--- src/rtl/ret_pkg.sv ---
package ret_pkg;
  typedef enum logic [1:0] {
    RK_NONE = 2'd0,
    RK_IRET = 2'd1,
    RK_LRET = 2'd2
  } ret_kind_e;

  localparam logic [14:0] IRET_PREFIX = 15'h0008;
  localparam logic [7:0]  LRET_PREFIX = 8'h0C;
endpackage

--- src/rtl/ret_decode.sv ---
module ret_decode
  import ret_pkg::*;
(
  input  logic [15:0] word,
  output ret_kind_e   kind,
  output logic        fast,
  output logic [7:0]  lit
);
  always_comb begin
    kind = RK_NONE;
    if (word[15:1] == IRET_PREFIX)      kind = RK_IRET;
    else if (word[15:8] == LRET_PREFIX) kind = RK_LRET;
    fast = word[0];
    lit  = word[7:0];
  end
endmodule

--- src/rtl/ret_stack.sv ---
module ret_stack #(
  parameter int DEPTH = 31,
  parameter int AW    = 21
) (
  input  logic          clk,
  input  logic          rst_n,
  input  logic          push,
  input  logic [AW-1:0] push_data,
  input  logic          pop,
  output logic [AW-1:0] top_data,
  output logic          underflow
);
  localparam int SPW = $clog2(DEPTH + 1);
  localparam logic [SPW-1:0] DEPTH_V = SPW'(DEPTH);

  logic [AW-1:0]  mem [DEPTH];
  logic [SPW-1:0] sp_q, sp_d;
  logic           uf_q, uf_d;
  logic           wr_en;

  always_comb begin
    sp_d  = sp_q;
    uf_d  = uf_q;
    wr_en = 1'b0;
    if (pop) begin
      if (sp_q == '0) uf_d = 1'b1;
      else            sp_d = sp_q - 1'b1;
    end else if (push && (sp_q < DEPTH_V)) begin
      wr_en = 1'b1;
      sp_d  = sp_q + 1'b1;
    end
    top_data = (sp_q == '0) ? '0 : mem[sp_q - 1'b1];
  end

  always_ff @(posedge clk or negedge rst_n) begin
    if (!rst_n) begin
      sp_q <= '0;
      uf_q <= 1'b0;
    end else begin
      sp_q <= sp_d;
      uf_q <= uf_d;
    end
  end

  always_ff @(posedge clk) begin
    if (wr_en) mem[sp_q] <= push_data;
  end

  assign underflow = uf_q;

  a_r9_depth_bound: assert property (@(posedge clk) disable iff (!rst_n)
    sp_q <= DEPTH_V);
  a_r8_flag_sticky: assert property (@(posedge clk) disable iff (!rst_n)
    uf_q |=> uf_q);
endmodule

--- src/rtl/ctx_shadow.sv ---
module ctx_shadow #(
  parameter int DW = 8,
  parameter int SW = 5,
  parameter int BW = 4
) (
  input  logic          clk,
  input  logic          rst_n,
  input  logic          capture,
  input  logic          prio_in,
  input  logic [DW-1:0] w_in,
  input  logic [SW-1:0] st_in,
  input  logic [BW-1:0] bsr_in,
  output logic [DW-1:0] w_sh,
  output logic [SW-1:0] st_sh,
  output logic [BW-1:0] bsr_sh,
  output logic          prio_high
);
  always_ff @(posedge clk or negedge rst_n) begin
    if (!rst_n) begin
      w_sh      <= '0;
      st_sh     <= '0;
      bsr_sh    <= '0;
      prio_high <= 1'b0;
    end else if (capture) begin
      w_sh      <= w_in;
      st_sh     <= st_in;
      bsr_sh    <= bsr_in;
      prio_high <= prio_in;
    end
  end

  a_r7_hold_without_strobe: assert property (@(posedge clk) disable iff (!rst_n)
    !capture |=> ($stable(w_sh) && $stable(st_sh) && $stable(bsr_sh) && $stable(prio_high)));
endmodule

--- src/rtl/ret_exec_unit.sv ---
module ret_exec_unit
  import ret_pkg::*;
#(
  parameter int DEPTH = 31,
  parameter int AW    = 21,
  parameter int DW    = 8,
  parameter int SW    = 5,
  parameter int BW    = 4
) (
  input  logic          clk,
  input  logic          rst_n,
  input  logic          instr_valid,
  input  logic [15:0]   instr_word,
  input  logic          push_en,
  input  logic [AW-1:0] push_addr,
  input  logic          int_enter,
  input  logic          int_high,
  input  logic          prio_en,
  input  logic [DW-1:0] w_in,
  input  logic [SW-1:0] status_in,
  input  logic [BW-1:0] bsr_in,
  output logic          pc_load,
  output logic [AW-1:0] pc_value,
  output logic          w_we,
  output logic [DW-1:0] w_wdata,
  output logic          status_we,
  output logic [SW-1:0] status_wdata,
  output logic          bsr_we,
  output logic [BW-1:0] bsr_wdata,
  output logic          gie_high_set,
  output logic          gie_low_set,
  output logic          busy,
  output logic          stk_underflow
);
  localparam int LW = (DW < 8) ? DW : 8;

  // reset: asserted asynchronously, released on a clock edge
  logic rs_a_q, rs_n;
  always_ff @(posedge clk or negedge rst_n) begin
    if (!rst_n) begin
      rs_a_q <= 1'b0;
      rs_n   <= 1'b0;
    end else begin
      rs_a_q <= 1'b1;
      rs_n   <= rs_a_q;
    end
  end

  ret_kind_e     kind;
  logic          fast;
  logic [7:0]    lit;
  logic [AW-1:0] stk_top;
  logic [DW-1:0] w_sh;
  logic [SW-1:0] st_sh;
  logic [BW-1:0] bsr_sh;
  logic          prio_high;
  logic          accept;

  ret_decode u_dec (.word(instr_word), .kind(kind), .fast(fast), .lit(lit));

  assign accept = instr_valid && !busy && (kind != RK_NONE);

  ret_stack #(.DEPTH(DEPTH), .AW(AW)) u_stk (
    .clk(clk), .rst_n(rs_n), .push(push_en), .push_data(push_addr),
    .pop(accept), .top_data(stk_top), .underflow(stk_underflow));

  ctx_shadow #(.DW(DW), .SW(SW), .BW(BW)) u_sh (
    .clk(clk), .rst_n(rs_n), .capture(int_enter), .prio_in(int_high),
    .w_in(w_in), .st_in(status_in), .bsr_in(bsr_in),
    .w_sh(w_sh), .st_sh(st_sh), .bsr_sh(bsr_sh), .prio_high(prio_high));

  logic          pcl_d, wwe_d, swe_d, bwe_d, gh_d, gl_d, busy_d;
  logic [AW-1:0] pcv_d;
  logic [DW-1:0] wd_d;
  logic [SW-1:0] sd_d;
  logic [BW-1:0] bd_d;

  always_comb begin
    pcl_d  = accept;
    busy_d = accept;
    pcv_d  = accept ? stk_top : '0;
    wwe_d  = 1'b0;  wd_d = '0;
    swe_d  = 1'b0;  sd_d = '0;
    bwe_d  = 1'b0;  bd_d = '0;
    gh_d   = 1'b0;  gl_d = 1'b0;
    if (accept && kind == RK_LRET) begin
      wwe_d = 1'b1;
      wd_d  = DW'(lit[LW-1:0]);
    end
    if (accept && kind == RK_IRET) begin
      if (!prio_en || prio_high) gh_d = 1'b1;
      else                       gl_d = 1'b1;
      if (fast) begin
        wwe_d = 1'b1;  wd_d = w_sh;
        swe_d = 1'b1;  sd_d = st_sh;
        bwe_d = 1'b1;  bd_d = bsr_sh;
      end
    end
  end

  always_ff @(posedge clk or negedge rs_n) begin
    if (!rs_n) begin
      pc_load <= 1'b0;  pc_value <= '0;
      w_we <= 1'b0;  w_wdata <= '0;
      status_we <= 1'b0;  status_wdata <= '0;
      bsr_we <= 1'b0;  bsr_wdata <= '0;
      gie_high_set <= 1'b0;  gie_low_set <= 1'b0;
      busy <= 1'b0;
    end else begin
      pc_load <= pcl_d;  pc_value <= pcv_d;
      w_we <= wwe_d;  w_wdata <= wd_d;
      status_we <= swe_d;  status_wdata <= sd_d;
      bsr_we <= bwe_d;  bsr_wdata <= bd_d;
      gie_high_set <= gh_d;  gie_low_set <= gl_d;
      busy <= busy_d;
    end
  end

  a_r6_single_flush: assert property (@(posedge clk) disable iff (!rs_n)
    busy |=> !busy);
  a_r2_load_in_flush: assert property (@(posedge clk) disable iff (!rs_n)
    pc_load |-> busy);
  a_r4_one_enable: assert property (@(posedge clk) disable iff (!rs_n)
    $onehot0({gie_high_set, gie_low_set}));
  a_r3_restore_group: assert property (@(posedge clk) disable iff (!rs_n)
    status_we |-> (w_we && bsr_we && gie_high_set != gie_low_set));
  a_r5_write_needs_load: assert property (@(posedge clk) disable iff (!rs_n)
    w_we |-> pc_load);
endmodule

--- config.mk ---
export PLATFORM = sky130hd
export DESIGN_NAME = ret_exec_unit
export DESIGN_NICKNAME = d
export VERILOG_FILES = /design/src/rtl/ret_pkg.sv /design/src/rtl/ret_decode.sv /design/src/rtl/ret_stack.sv /design/src/rtl/ctx_shadow.sv /design/src/rtl/ret_exec_unit.sv
export SDC_FILE = /design/constraint.sdc
export NUM_CORES = 1
export LEC_CHECK = 0
export BUFFER_PORTS_ARGS = -buffer_cell sky130_fd_sc_hd__buf_2
export CORE_ASPECT_RATIO = 0.5
export CORE_UTILIZATION = 45
export CTS_CLUSTER_SIZE = 25
export DETAILED_ROUTE_END_ITERATION = 7
export GPL_ROUTABILITY_DRIVEN = 0
export SKIP_LAST_GASP = 1
export SYNTH_ARGS = -nofsm -noshare
export SYNTH_HDL_FRONTEND = slang
export SYNTH_SLANG_ARGS = --single-unit
--- constraint.sdc ---
create_clock -name clk -period 2.3 [get_ports clk]
set_input_delay 0.115 -clock clk [delete_from_list [all_inputs] [get_ports clk]]
set_output_delay 0.115 -clock clk [all_outputs]
set_load 0.05 [all_outputs]
==> qor.yml <==
status: "finished with violations"
violations: "setup timing"
ys_async_sr_fraction: 0.0958
clk-insertion-delay-late_ns: 0.61
fmax_mhz: 407
holdCritPathClass: "input pin to flop"
wl_um: 73400
clkTransAtPathRegs_ns: 0.06
crit_arrival_ns: 2.94
finalMaxSlewViolations: 0
antenna_found_initial: 1
fillers: 4447
die_x_um: 354
yosys_warnings: 0
setup_viol: 17
synth_common_cells: "edfxtp_1, nand2_1, mux4_2, dfrtp_1, nand3_1"
numCtsBuffers: 66
cap_violations: 0
wl_met2_um: 33300
top_layer: "met5"
required_ns: 2.79
cts_num_sinks: 720
clockRootBuffer: "clkbuf_16"
stdcell_count: 2723
worstPathMaxFanout: 8
place_hpwl_um: 43900
netlist.area_leader.share: 0.701
synth_edf_count: 651
cts_tree: "built"
fin_crit_ns: 2.46
end_kind: "flop"
core_area_sq_um: 61200
cp_cell_sequence: "buf_6 -> or4_4 -> nand2_8 -> buf_12 -> mux2_4 -> a221o_1 -> a32o_1"
ant_nets: 0
syn2layout_area_growth_pct: 27.5
grt_pass1_vias: 15500
die_area_sq_um: 63000
fin_ws_ns: -0.159
netlist_area_sq_um: 27900
max-vdd-ir-drop_mv: 0.955
grt_max_degree: 50
ys.flop_type: "edfxtp_1"
timing.slew.headroom: 0.513
syn_inst: 1477
seq_area_frac_synth: 0.763
start_kind: "flop"
worst_pin_slew_ns: 0.730
syn-num-nets: 1543
post_drt_wl_per_cell_um: 26.9
io_buffers: 106
grt_pass1_wl_um: 103000
synth_most_common_cell: "edfxtp_1"
num_rows: 64
path_buf_inv: 2
worst_hold_slack_ns: 0.0275
post_dp_cell_area_sq_um: 31100
synth.area.top_cells: "edfxtp_1, mux4_2, dfrtp_1"
period_share: 1.07
critPathTopFamily: "simple AND/OR/NAND/NOR gates"
n_antenna_cell: 0
met1Wirelength_um: 32400
multiInputGateArea_sq_um: 7020
grt_usage: 0.226
critical_path.slowest_cell: "or4_4"
hold_viol: 0
h-tree-depth: 3
final_layout_size_suffix_gt1_frac: 0.395
synth_seq_cells: 720
cts.path.max_buffers: 3
drc: 0
critical_path_depth: 7
p_leak_nw: 12.4
yosysUniqueCellTypes: 52
place_inst: 2496
reg2reg_to: "pc_value[3]"
layout.nets: 1912
syn_avg_cell_area_sq_um: 18.9
r2r_cells: 7
drt-pass1-iter-count: 5
crit_start: "u_stk.sp_q[0]"
wl_met3_um: 6420
setup_tns_ns: -1.10
ioPinCount: 107
crit_type: "flop to flop"
vias_per_cell: 5.83
p_per_area_nw_per_um2: 1430
start_util: 0.456
regToRegSetupSlack_ns: -0.16
yosys.area.top_type: "edfxtp_1"
fin_worst_skew_ns: 0.0258
max_stage_delay_ns: 0.53
finalInstanceArea_sq_um: 35500
gr-total-overflow: 0
drt_iter0_drc: 1852
crit_end: "pc_value[3]"
rsz0062_at_grt: "yes"
vias: 15900
die_h_um: 178
regToRegStartpoint: "u_stk.sp_q[0]"
seqCellArea_sq_um: 21300
area by class of cell:
class                           instances  share of cell area
Clock buffer                           81              0.0493
Clock inverter                         39              0.0107
Inverter                                5            0.000845
Multi-Input combinational cell        667               0.198
Sequential cell                       720               0.599
Tap cell                              825              0.0291
Timing Repair Buffer                  386               0.113
worst min-delay path by stage:
stage | start | endpoint | slack (ns) | cells after the start
floorplan | rst_n | rs_a_q | -0.18 | 0
global placement | rst_n | rs_a_q | -0.10 | 1
detailed placement | rst_n | rs_a_q | -0.1 | 1
CTS | int_enter | u_sh.prio_high | 0.01 | 2
global route | push_addr[17] | u_stk.mem[24][17] | 0.05 | 1
finish | int_enter | u_sh.prio_high | 0.03 | 2
worst reg2reg max path: stages (launching register included):
cell and delay [ns]:
dfrtp_4 0.51, buf_6 0.14, or4_4 0.53, nand2_8 0.13
buf_12 0.16, mux2_4 0.32, a221o_1 0.34, a32o_1 0.22
placed cells by master, fill, tap and decap left out, types with 15 or more instances in the layout:
cell type / synthesis / layout
buf_4: 15 / 129
mux2i_1: 41 / 29
nand2_1: 176 / 168
edfxtp_1: 651 / 651
dfrtp_1: 69 / 67
dlygate4sd3_1: 0 / 30
buf_12: 0 / 64
buf_2: 19 / 106
buf_6: 10 / 35
clkbuf_16: 0 / 78
nand3_1: 53 / 44
nor2_2: 0 / 25
mux2_2: 32 / 23
a21oi_2: 0 / 19
and3_1: 28 / 24
nor2_1: 50 / 15
mux4_2: 121 / 121
kinds of logic (layout without fill, tap and decap cells):
family | Yosys count | in the layout | synth area share
AOI/OAI and AO/OA | 117 | 117 | 0.0340
xor gates and xnor gates | 5 | 5 | 0.00184
adders and majority gates | 5 | 5 | 0.00224
buffers and inverters | 90 | 511 | 0.0177
DFF | 720 | 720 | 0.763
muxes | 194 | 194 | 0.125
other | 1 | 1 | 0.000135
and+or+nand+nor | 345 | 345 | 0.0552
metal layers:
layer	GRT usage	up-vias
met3	0.0500	95
met2	0.338	736
met4	0.0508	4
met5	0.00385	-
met1	0.339	8391
li1	-	6648
where the power goes:
group	switching (mW)	internal, mW
Combinational	12.5	11.8
Sequential	0.244	15.1
Clock	4.84	6.16
per-stage QoR:
stage | setup slack, ns | power (mW) | util
final | -0.159 | 50.7 | 0.581
after global routing | -0.183 | 52.5 | 0.581
after CTS | -0.155 | 46.7 | 0.560
after detailed placement | -0.208 | 33.5 | 0.509
after global placement | -0.198 | 33.3 | 0.509
after floorplan | -0.505 | 26.0 | -
state kept, by name, indices dropped and copies added, names as in the netlist, 4 cells and up:
signal and count:
u_sh.w_sh 8, u_sh.bsr_sh 4, w_wdata 8, status_wdata 5, bsr_wdata 4, u_stk.sp_q 5
u_stk.mem 651, u_sh.st_sh 5, pc_value 21
repair_timing:
| item | CTS | global route |
|---|---|---|
| setup endpoints to repair | 31 | 570 |
| hold endpoints to repair | 39 | 0 |
| pin swaps | 16 | 42 |
| setup buffers | 25 | 51 |
| gates cloned | 2 | 11 |
| gates resized for setup | 82 | 129 |
| hold buffers | 30 | 0 |
No activity file was read; power rests on OpenSTA's default activity.
